===== src/rtl/bcd_str_pkg.sv =====
package bcd_str_pkg;

   typedef enum logic [2:0] {
      ST_IDLE,
      ST_RD_SRC,
      ST_RD_DST,
      ST_WRITE,
      ST_FIN
   } seq_state_t;

   // digits 5..9 are the negative half in ten's complement
   function automatic logic digit_neg(input logic [3:0] d);
      return d >= 4'd5;
   endfunction

endpackage


===== src/rtl/bcd_digit_add.sv =====
module bcd_digit_add (
   input  logic [3:0] a_i,
   input  logic [3:0] b_i,
   input  logic       c_i,
   output logic [3:0] s_o,
   output logic       c_o
);
   logic [4:0] raw;
   logic [4:0] adj;

   always_comb begin
      raw = {1'b0, a_i} + {1'b0, b_i} + {4'b0, c_i};
      c_o = raw > 5'd9;
      adj = c_o ? raw + 5'd6 : raw;
      s_o = adj[3:0];
   end
endmodule


===== src/rtl/bcd_byte_add.sv =====
module bcd_byte_add #(
   parameter int DIGITS = 2,
   localparam int W = 4 * DIGITS
) (
   input  logic [W-1:0] a_i,
   input  logic [W-1:0] b_i,
   input  logic         c_i,
   input  logic         top_en_i,
   output logic [W-1:0] sum_o,
   output logic         c_o,
   output logic         ovf_o,
   output logic         nz_o
);
   import bcd_str_pkg::*;

   if (DIGITS < 2) begin : g_bad_digits
      $error("bcd_byte_add needs at least two digits");
   end

   logic [DIGITS:0]  chain;
   logic [W-1:0]     raw_sum;

   assign chain[0] = c_i;

   for (genvar g = 0; g < DIGITS; g++) begin : g_dig
      bcd_digit_add u_dig (
         .a_i (a_i[4*g +: 4]),
         .b_i (b_i[4*g +: 4]),
         .c_i (chain[g]),
         .s_o (raw_sum[4*g +: 4]),
         .c_o (chain[g+1])
      );
   end

   int         ms;
   logic [3:0] ma, mb, mr;

   always_comb begin
      ms    = top_en_i ? DIGITS - 1 : DIGITS - 2;
      sum_o = raw_sum;
      if (!top_en_i) sum_o[W-1 -: 4] = b_i[W-1 -: 4];
      c_o   = top_en_i ? chain[DIGITS] : chain[DIGITS-1];
      ma    = a_i[4*ms +: 4];
      mb    = b_i[4*ms +: 4];
      mr    = raw_sum[4*ms +: 4];
      ovf_o = (digit_neg(ma) == digit_neg(mb)) && (digit_neg(mr) != digit_neg(ma));
      nz_o  = 1'b0;
      for (int k = 0; k < DIGITS; k++) begin
         if (k <= ms && (a_i[4*k +: 4] != 4'd0 || b_i[4*k +: 4] != 4'd0)) nz_o = 1'b1;
      end
   end
endmodule


===== src/rtl/bcd_str_seq.sv =====
module bcd_str_seq #(
   parameter int ADDR_W = 16,
   parameter int CNT_W  = 8
) (
   input  logic              clk,
   input  logic              rst,
   input  logic              start,
   input  logic [ADDR_W-1:0] src_base,
   input  logic [ADDR_W-1:0] dst_base,
   input  logic [CNT_W-1:0]  digit_cnt,
   input  logic [7:0]        mem_rdata,
   input  logic              add_cout,
   input  logic              add_ovf,
   input  logic              add_nz,
   output logic [ADDR_W-1:0] mem_addr,
   output logic              mem_we,
   output logic [7:0]        src_byte,
   output logic              carry_in,
   output logic              top_en,
   output logic              busy,
   output logic              done,
   output logic              cf,
   output logic              of,
   output logic              zf
);
   import bcd_str_pkg::*;

   localparam logic [CNT_W-1:0] ONE = CNT_W'(1);

   seq_state_t        st_q;
   logic [ADDR_W-1:0] src_q, dst_q;
   logic [CNT_W-1:0]  idx_q, nb_q, nb_in;
   logic              odd_q, cry_q, nz_q, cf_q, of_q, zf_q, last;
   logic [7:0]        sb_q;

   assign nb_in = {1'b0, digit_cnt[CNT_W-1:1]} + CNT_W'(digit_cnt[0]);
   assign last  = idx_q == nb_q - ONE;

   always_ff @(posedge clk) begin
      if (rst) begin
         st_q  <= ST_IDLE;
         src_q <= '0;
         dst_q <= '0;
         idx_q <= '0;
         nb_q  <= '0;
         odd_q <= 1'b0;
         cry_q <= 1'b0;
         nz_q  <= 1'b0;
         sb_q  <= '0;
         cf_q  <= 1'b0;
         of_q  <= 1'b0;
         zf_q  <= 1'b0;
      end else begin
         case (st_q)
            ST_IDLE: if (start) begin
               src_q <= src_base;
               dst_q <= dst_base;
               nb_q  <= nb_in;
               odd_q <= digit_cnt[0];
               idx_q <= '0;
               cry_q <= 1'b0;
               nz_q  <= 1'b0;
               if (digit_cnt == '0) begin
                  cf_q <= 1'b0;
                  of_q <= 1'b0;
                  zf_q <= 1'b1;
                  st_q <= ST_FIN;
               end else begin
                  st_q <= ST_RD_SRC;
               end
            end
            ST_RD_SRC: st_q <= ST_RD_DST;
            ST_RD_DST: begin
               sb_q <= mem_rdata;
               st_q <= ST_WRITE;
            end
            ST_WRITE: begin
               cry_q <= add_cout;
               nz_q  <= nz_q | add_nz;
               if (last) begin
                  cf_q <= add_cout;
                  of_q <= add_ovf;
                  zf_q <= !(nz_q | add_nz);
                  st_q <= ST_FIN;
               end else begin
                  idx_q <= idx_q + ONE;
                  st_q  <= ST_RD_SRC;
               end
            end
            ST_FIN:  st_q <= ST_IDLE;
            default: st_q <= ST_IDLE;
         endcase
      end
   end

   always_comb begin
      mem_addr = (st_q == ST_RD_SRC) ? src_q + ADDR_W'(idx_q) : dst_q + ADDR_W'(idx_q);
      mem_we   = st_q == ST_WRITE;
      busy     = st_q != ST_IDLE;
      done     = st_q == ST_FIN;
      top_en   = !(last && odd_q);
   end

   assign src_byte = sb_q;
   assign carry_in = cry_q;
   assign cf       = cf_q;
   assign of       = of_q;
   assign zf       = zf_q;

   // writes land only inside the destination string
   a_r9_write_in_dst: assert property (@(posedge clk) disable iff (rst)
      mem_we |-> ((mem_addr - dst_q) < ADDR_W'(nb_q)));

   // completion lasts exactly one cycle
   a_r7_done_pulse: assert property (@(posedge clk) disable iff (rst)
      done |=> !done);

   // captured operands hold while the operation runs
   a_r8_operands_held: assert property (@(posedge clk) disable iff (rst)
      (busy && !done) |=> ($stable(src_q) && $stable(dst_q) && $stable(nb_q)));

   // empty length finishes at once without writing
   a_r6_empty_no_write: assert property (@(posedge clk) disable iff (rst)
      (!busy && start && digit_cnt == '0) |=> (done && !mem_we));

   // zero operands cannot carry or overflow
   a_r4_zero_clean: assert property (@(posedge clk) disable iff (rst)
      (done && zf) |-> (!cf && !of));
endmodule


===== src/rtl/bcd_string_adder.sv =====
module bcd_string_adder #(
   parameter int ADDR_W = 16,
   parameter int CNT_W  = 8
) (
   input  logic              clk,
   input  logic              rst,
   input  logic              start,
   input  logic [ADDR_W-1:0] src_addr,
   input  logic [ADDR_W-1:0] dst_addr,
   input  logic [CNT_W-1:0]  digit_count,
   output logic              busy,
   output logic              done,
   output logic              carry_flag,
   output logic              ovf_flag,
   output logic              zero_flag,
   output logic [ADDR_W-1:0] mem_addr,
   output logic              mem_we,
   output logic [7:0]        mem_wdata,
   input  logic [7:0]        mem_rdata
);
   localparam int DIGITS = 2;

   if (CNT_W < 2 || CNT_W > ADDR_W) begin : g_bad_cnt
      $error("CNT_W must be at least 2 and no wider than ADDR_W");
   end

   logic [7:0] src_byte;
   logic       carry_in, top_en, add_cout, add_ovf, add_nz;

   bcd_str_seq #(.ADDR_W(ADDR_W), .CNT_W(CNT_W)) u_seq (
      .clk       (clk),
      .rst       (rst),
      .start     (start),
      .src_base  (src_addr),
      .dst_base  (dst_addr),
      .digit_cnt (digit_count),
      .mem_rdata (mem_rdata),
      .add_cout  (add_cout),
      .add_ovf   (add_ovf),
      .add_nz    (add_nz),
      .mem_addr  (mem_addr),
      .mem_we    (mem_we),
      .src_byte  (src_byte),
      .carry_in  (carry_in),
      .top_en    (top_en),
      .busy      (busy),
      .done      (done),
      .cf        (carry_flag),
      .of        (ovf_flag),
      .zf        (zero_flag)
   );

   bcd_byte_add #(.DIGITS(DIGITS)) u_add (
      .a_i      (src_byte),
      .b_i      (mem_rdata),
      .c_i      (carry_in),
      .top_en_i (top_en),
      .sum_o    (mem_wdata),
      .c_o      (add_cout),
      .ovf_o    (add_ovf),
      .nz_o     (add_nz)
   );

   // quiet outputs in the cycle after reset
   a_r10_reset_quiet: assert property (@(posedge clk)
      $past(rst) |-> (!busy && !done && !mem_we));
endmodule


===== config.mk =====
export PLATFORM = sky130hd
export DESIGN_NAME = bcd_string_adder
export DESIGN_NICKNAME = d
export VERILOG_FILES = /design/src/rtl/bcd_str_pkg.sv /design/src/rtl/bcd_digit_add.sv /design/src/rtl/bcd_byte_add.sv /design/src/rtl/bcd_str_seq.sv /design/src/rtl/bcd_string_adder.sv
export SDC_FILE = /design/constraint.sdc
export NUM_CORES = 1
export LEC_CHECK = 0
export CAP_MARGIN = 10
export CORE_UTILIZATION = 55
export DETAILED_ROUTE_END_ITERATION = 12
export PLACE_DENSITY = 0.84
export SYNTH_ARGS = -nofsm -noshare
export SYNTH_HDL_FRONTEND = slang
export SYNTH_SLANG_ARGS = --single-unit

===== constraint.sdc =====
create_clock -name clk -period 10.1 [get_ports clk]
set_clock_uncertainty 0.1 [all_clocks]
set_input_delay 2.02 -clock clk [delete_from_list [all_inputs] [get_ports clk]]
set_output_delay 2.02 -clock clk [all_outputs]
set_load 0.01 [all_outputs]

==> results.yml <==
layout:
  mostFrequentLayoutCell: "nand2_1"
  area_delta_synth_final_pct: 25.4
  register_area_um2: 1300
  final_cell_mix: "nand2_1, clkdlybuf4s50_1, dfxtp_1"
  diodes: 0
  multi_input_area_um2: 2710
  drive_gt1_share_pct: 6.48
  fillers: 580
  fin_nets: 690
  fin_cells: 716
setup_path:
  critical_path_required_ns: 7.98
  r2r-end: "u_seq.of"
  cp.arrival_ns: 7.10
  path_cells: "clkdlybuf4s50_1 -> fa_1 -> fa_1 -> xnor2_2 -> ha_1 -> nor2b_1 -> a31oi_4 -> a21oi_4 -> fa_1 -> inv_1 -> fa_1 -> xnor2_1 -> ha_1 -> nand2_1 -> a31o_2 -> mux2_2 -> mux2i_1 -> clkdlybuf4s50_1"
  crit_type: "in2out"
  cp-end-kind: "output pin"
  crit_top_cell: "fa_1"
  r2r-start: "u_seq.src_byte[0]"
  rrSetupSlack_ns: 4.86
  crit_fanout: 4
  slowest_delay_ns: 0.56
  startpoint_type: "input port"
  reg2regPathDepth: 19
  slowest_stage: "clkdlybuf4s50_1"
clock_network:
  postCtsSetupBuffers: 0
  cts_sinks: 65
  clk_pin_slew_ns: 0.07
  cts_hold_buf: 0
  root_buffer: "clkbuf_8"
  numCtsBuffers: 9
  clk_path_buf_depth: 2
  cts.repair.resized: 0
  clk_latency_ns: 0.34
  cts_tree: "done"
  cts_max_level: 3
hold_path:
  hp-class: "reg2reg"
  min_to: "u_seq.dst_q[15]"
  hold_depth: 2
  min_from: "u_seq.dst_q[15]"
global_routing:
  busiest_layer: "met2"
  met3_usage_pct: 6.83
  grt_max_degree: 62
  met2_usage_pct: 48.8
  grt-ovfl-total: 0
  antenna_found_initial: 0
  use_met1_pct: 34.4
  grt_pass1_wl_um: 17400
  track_usage_pct: 28.5
  grt_pass1_vias: 3796
sta:
  slew_headroom_pct: 28.3
  finalSetupTns_ns: 0
  period_share_pct: 91.3
  finalCriticalPeriod_ns: 9.22
  fmax_ghz: 0.108
  worst_slack_ns: 0.877
  worst-slew-pin-transition_ns: 1.08
  grt_setup_unrepaired: "no"
  finalMaxSlewViolations: 0
  hold_viol: 0
  whs_ns: 0.358
  setup_viol: 0
power_and_ir_drop:
  vdd_drop_max_v: 0.0000906
  p_total_mw: 0.872
  leakage_nw: 2.10
  power_density_nw_per_um2: 166
placed_design:
  port_buffers: 80
  hpwl_um: 7750
  gp_congestion: 0.908
  post-place-ws_ns: 0.924
  dp_cells: 701
floorplan:
  die_x_um: 89.3
  dieArea_um2: 7970
  ios: 81
  fp.dieH_um: 89.3
  initial_core_util_pct: 57.5
  core_area_um2: 7290
  num_rows: 31
synth:
  async_reset_ff_share_pct: 0
  postSynthAreaPerCell_um2: 7.72
  syn_inst: 543
  synth_fp_nets: 620
  synth_cell_type_count: 60
  syn_area_um2: 4190
  synth_seq_cells: 65
  synth_enable_flop_cells: 0
  yosysSeqAreaShare_pct: 31.0
  yosysWarnings: 0
  ys_dominant_reg_cell: "dfxtp_1"
drt:
  drt_wl_total_um: 10800
  firstDrtPassIters: 5
  drc: 0
  viasPerCell: 5.58
  wl_per_cell_um: 15.1
  final_antenna_net_count: 0
  drt_iter0_drc: 223
  via_count: 3997
run:
  drv_cap: 0
outcome:
  status: "complete, no violations"
## sequential cells by signal, summed over array words and instances, names as in the netlist
| register | cells |
|---|---|
| u_seq.dst_q | 16 |
| u_seq.src_q | 16 |
| u_seq.idx_q | 8 |
| u_seq.nb_q | 8 |
| u_seq.src_byte | 8 |
| u_seq.st_q | 3 |
| u_seq.carry_in | 1 |
| u_seq.cf | 1 |
| u_seq.nz_q | 1 |
| u_seq.odd_q | 1 |
| u_seq.of | 1 |
| u_seq.zf | 1 |
## cell usage after synthesis (all sizes together), types with 3 or more instances
library cell  instances  area (um^2)
a211o                 3         26.3
a211oi                7         57.6
a21o                  3         22.5
a21oi                57          304
a31oi                 6         52.6
and2                  3         18.8
and3                  7         43.8
buf                   3         12.5
clkbuf               21         78.8
dfxtp                65         1300
fa                    5          100
ha                   21          263
inv                  23         86.3
mux2                  4         45.0
mux2i                19          190
nand2               110          413
nand3                13         70.1
nand3b                3         22.5
nand4                 7         43.8
nor2                 57          214
nor2b                 8         52.6
nor3                 14         75.1
nor3b                 4         30.0
nor4                  4         31.3
o211ai                3         27.5
o21a                  3         22.5
o21ai                 7         35.0
o21bai                6         48.8
xnor2                25          226
xor2                 12          105
## cell type report
cell class              instances  area share [%]
well taps                      99            2.36
flip-flops and latches         65            24.8
repair buffers                 83            15.6
inverters                      23            1.64
clock inverters                 2           0.667
multi-input cells             431            51.6
clock buffers                  13            3.40
## report_power, final
group          internal, mW  total (mW)  switching (mW)
clock network         0.139       0.238          0.0985
registers             0.278       0.302          0.0232
logic                 0.160       0.332           0.173
total                 0.577       0.872           0.294
## logic make-up (layout without fill, tap and decap cells)
kind of cell,after synthesis,count (layout),synth area share [%]
buffers and inverters,47,121,4.24
multiplexers,23,23,5.61
AO/OA/AOI/OAI,107,107,16.8
AND/OR/NAND/NOR,238,238,25.7
flip-flops,65,65,31.0
adder cells (fa/ha/maj),26,26,8.66
XOR/XNOR,37,37,7.91
## worst max-delay path: cells and delay by family
kind	cells	cell delay, ns
xor+xnor	2	0.58
fa+ha+maj	6	2.09
compound gates	3	0.57
buf+inv	3	1.10
mux	2	0.42
simple gates	2	0.31
## metal layers
| metal | wire length (um) | part of all wire, % |
|---|---|---|
| met1 | 4780 | 44 |
| met2 | 5260 | 49 |
| met3 | 497 | 4.6 |
| met4 | 276 | 2.6 |
| met5 | 0 | 0 |
## stage by stage
| stage | instance area [um^2] | util (%) |
|---|---|---|
| 4_1_cts | 5260 | 72.1 |
| 2_1_floorplan | 4190 | - |
| 3_5_place_dp | 5040 | 69.1 |
| 6_report | 5260 | 72.1 |
| 5_1_grt | 5260 | 72.1 |
| 3_3_place_gp | 5040 | 69.1 |
## worst max path at each step
| stage | slack [ns] | from | depth (start not counted) | to |
|---|---|---|---|---|
| global route | 0.65 | mem_rdata[0] | 18 | mem_wdata[6] |
| detailed placement | 0.92 | mem_rdata[0] | 18 | mem_wdata[6] |
| finish | 0.88 | mem_rdata[0] | 18 | mem_wdata[6] |
| global placement | 1.16 | mem_rdata[0] | 18 | mem_wdata[6] |
| floorplan | 2.21 | mem_rdata[0] | 16 | mem_wdata[6] |
| CTS | 0.91 | mem_rdata[0] | 18 | mem_wdata[6] |
Power figures use the tool's default switching activity.
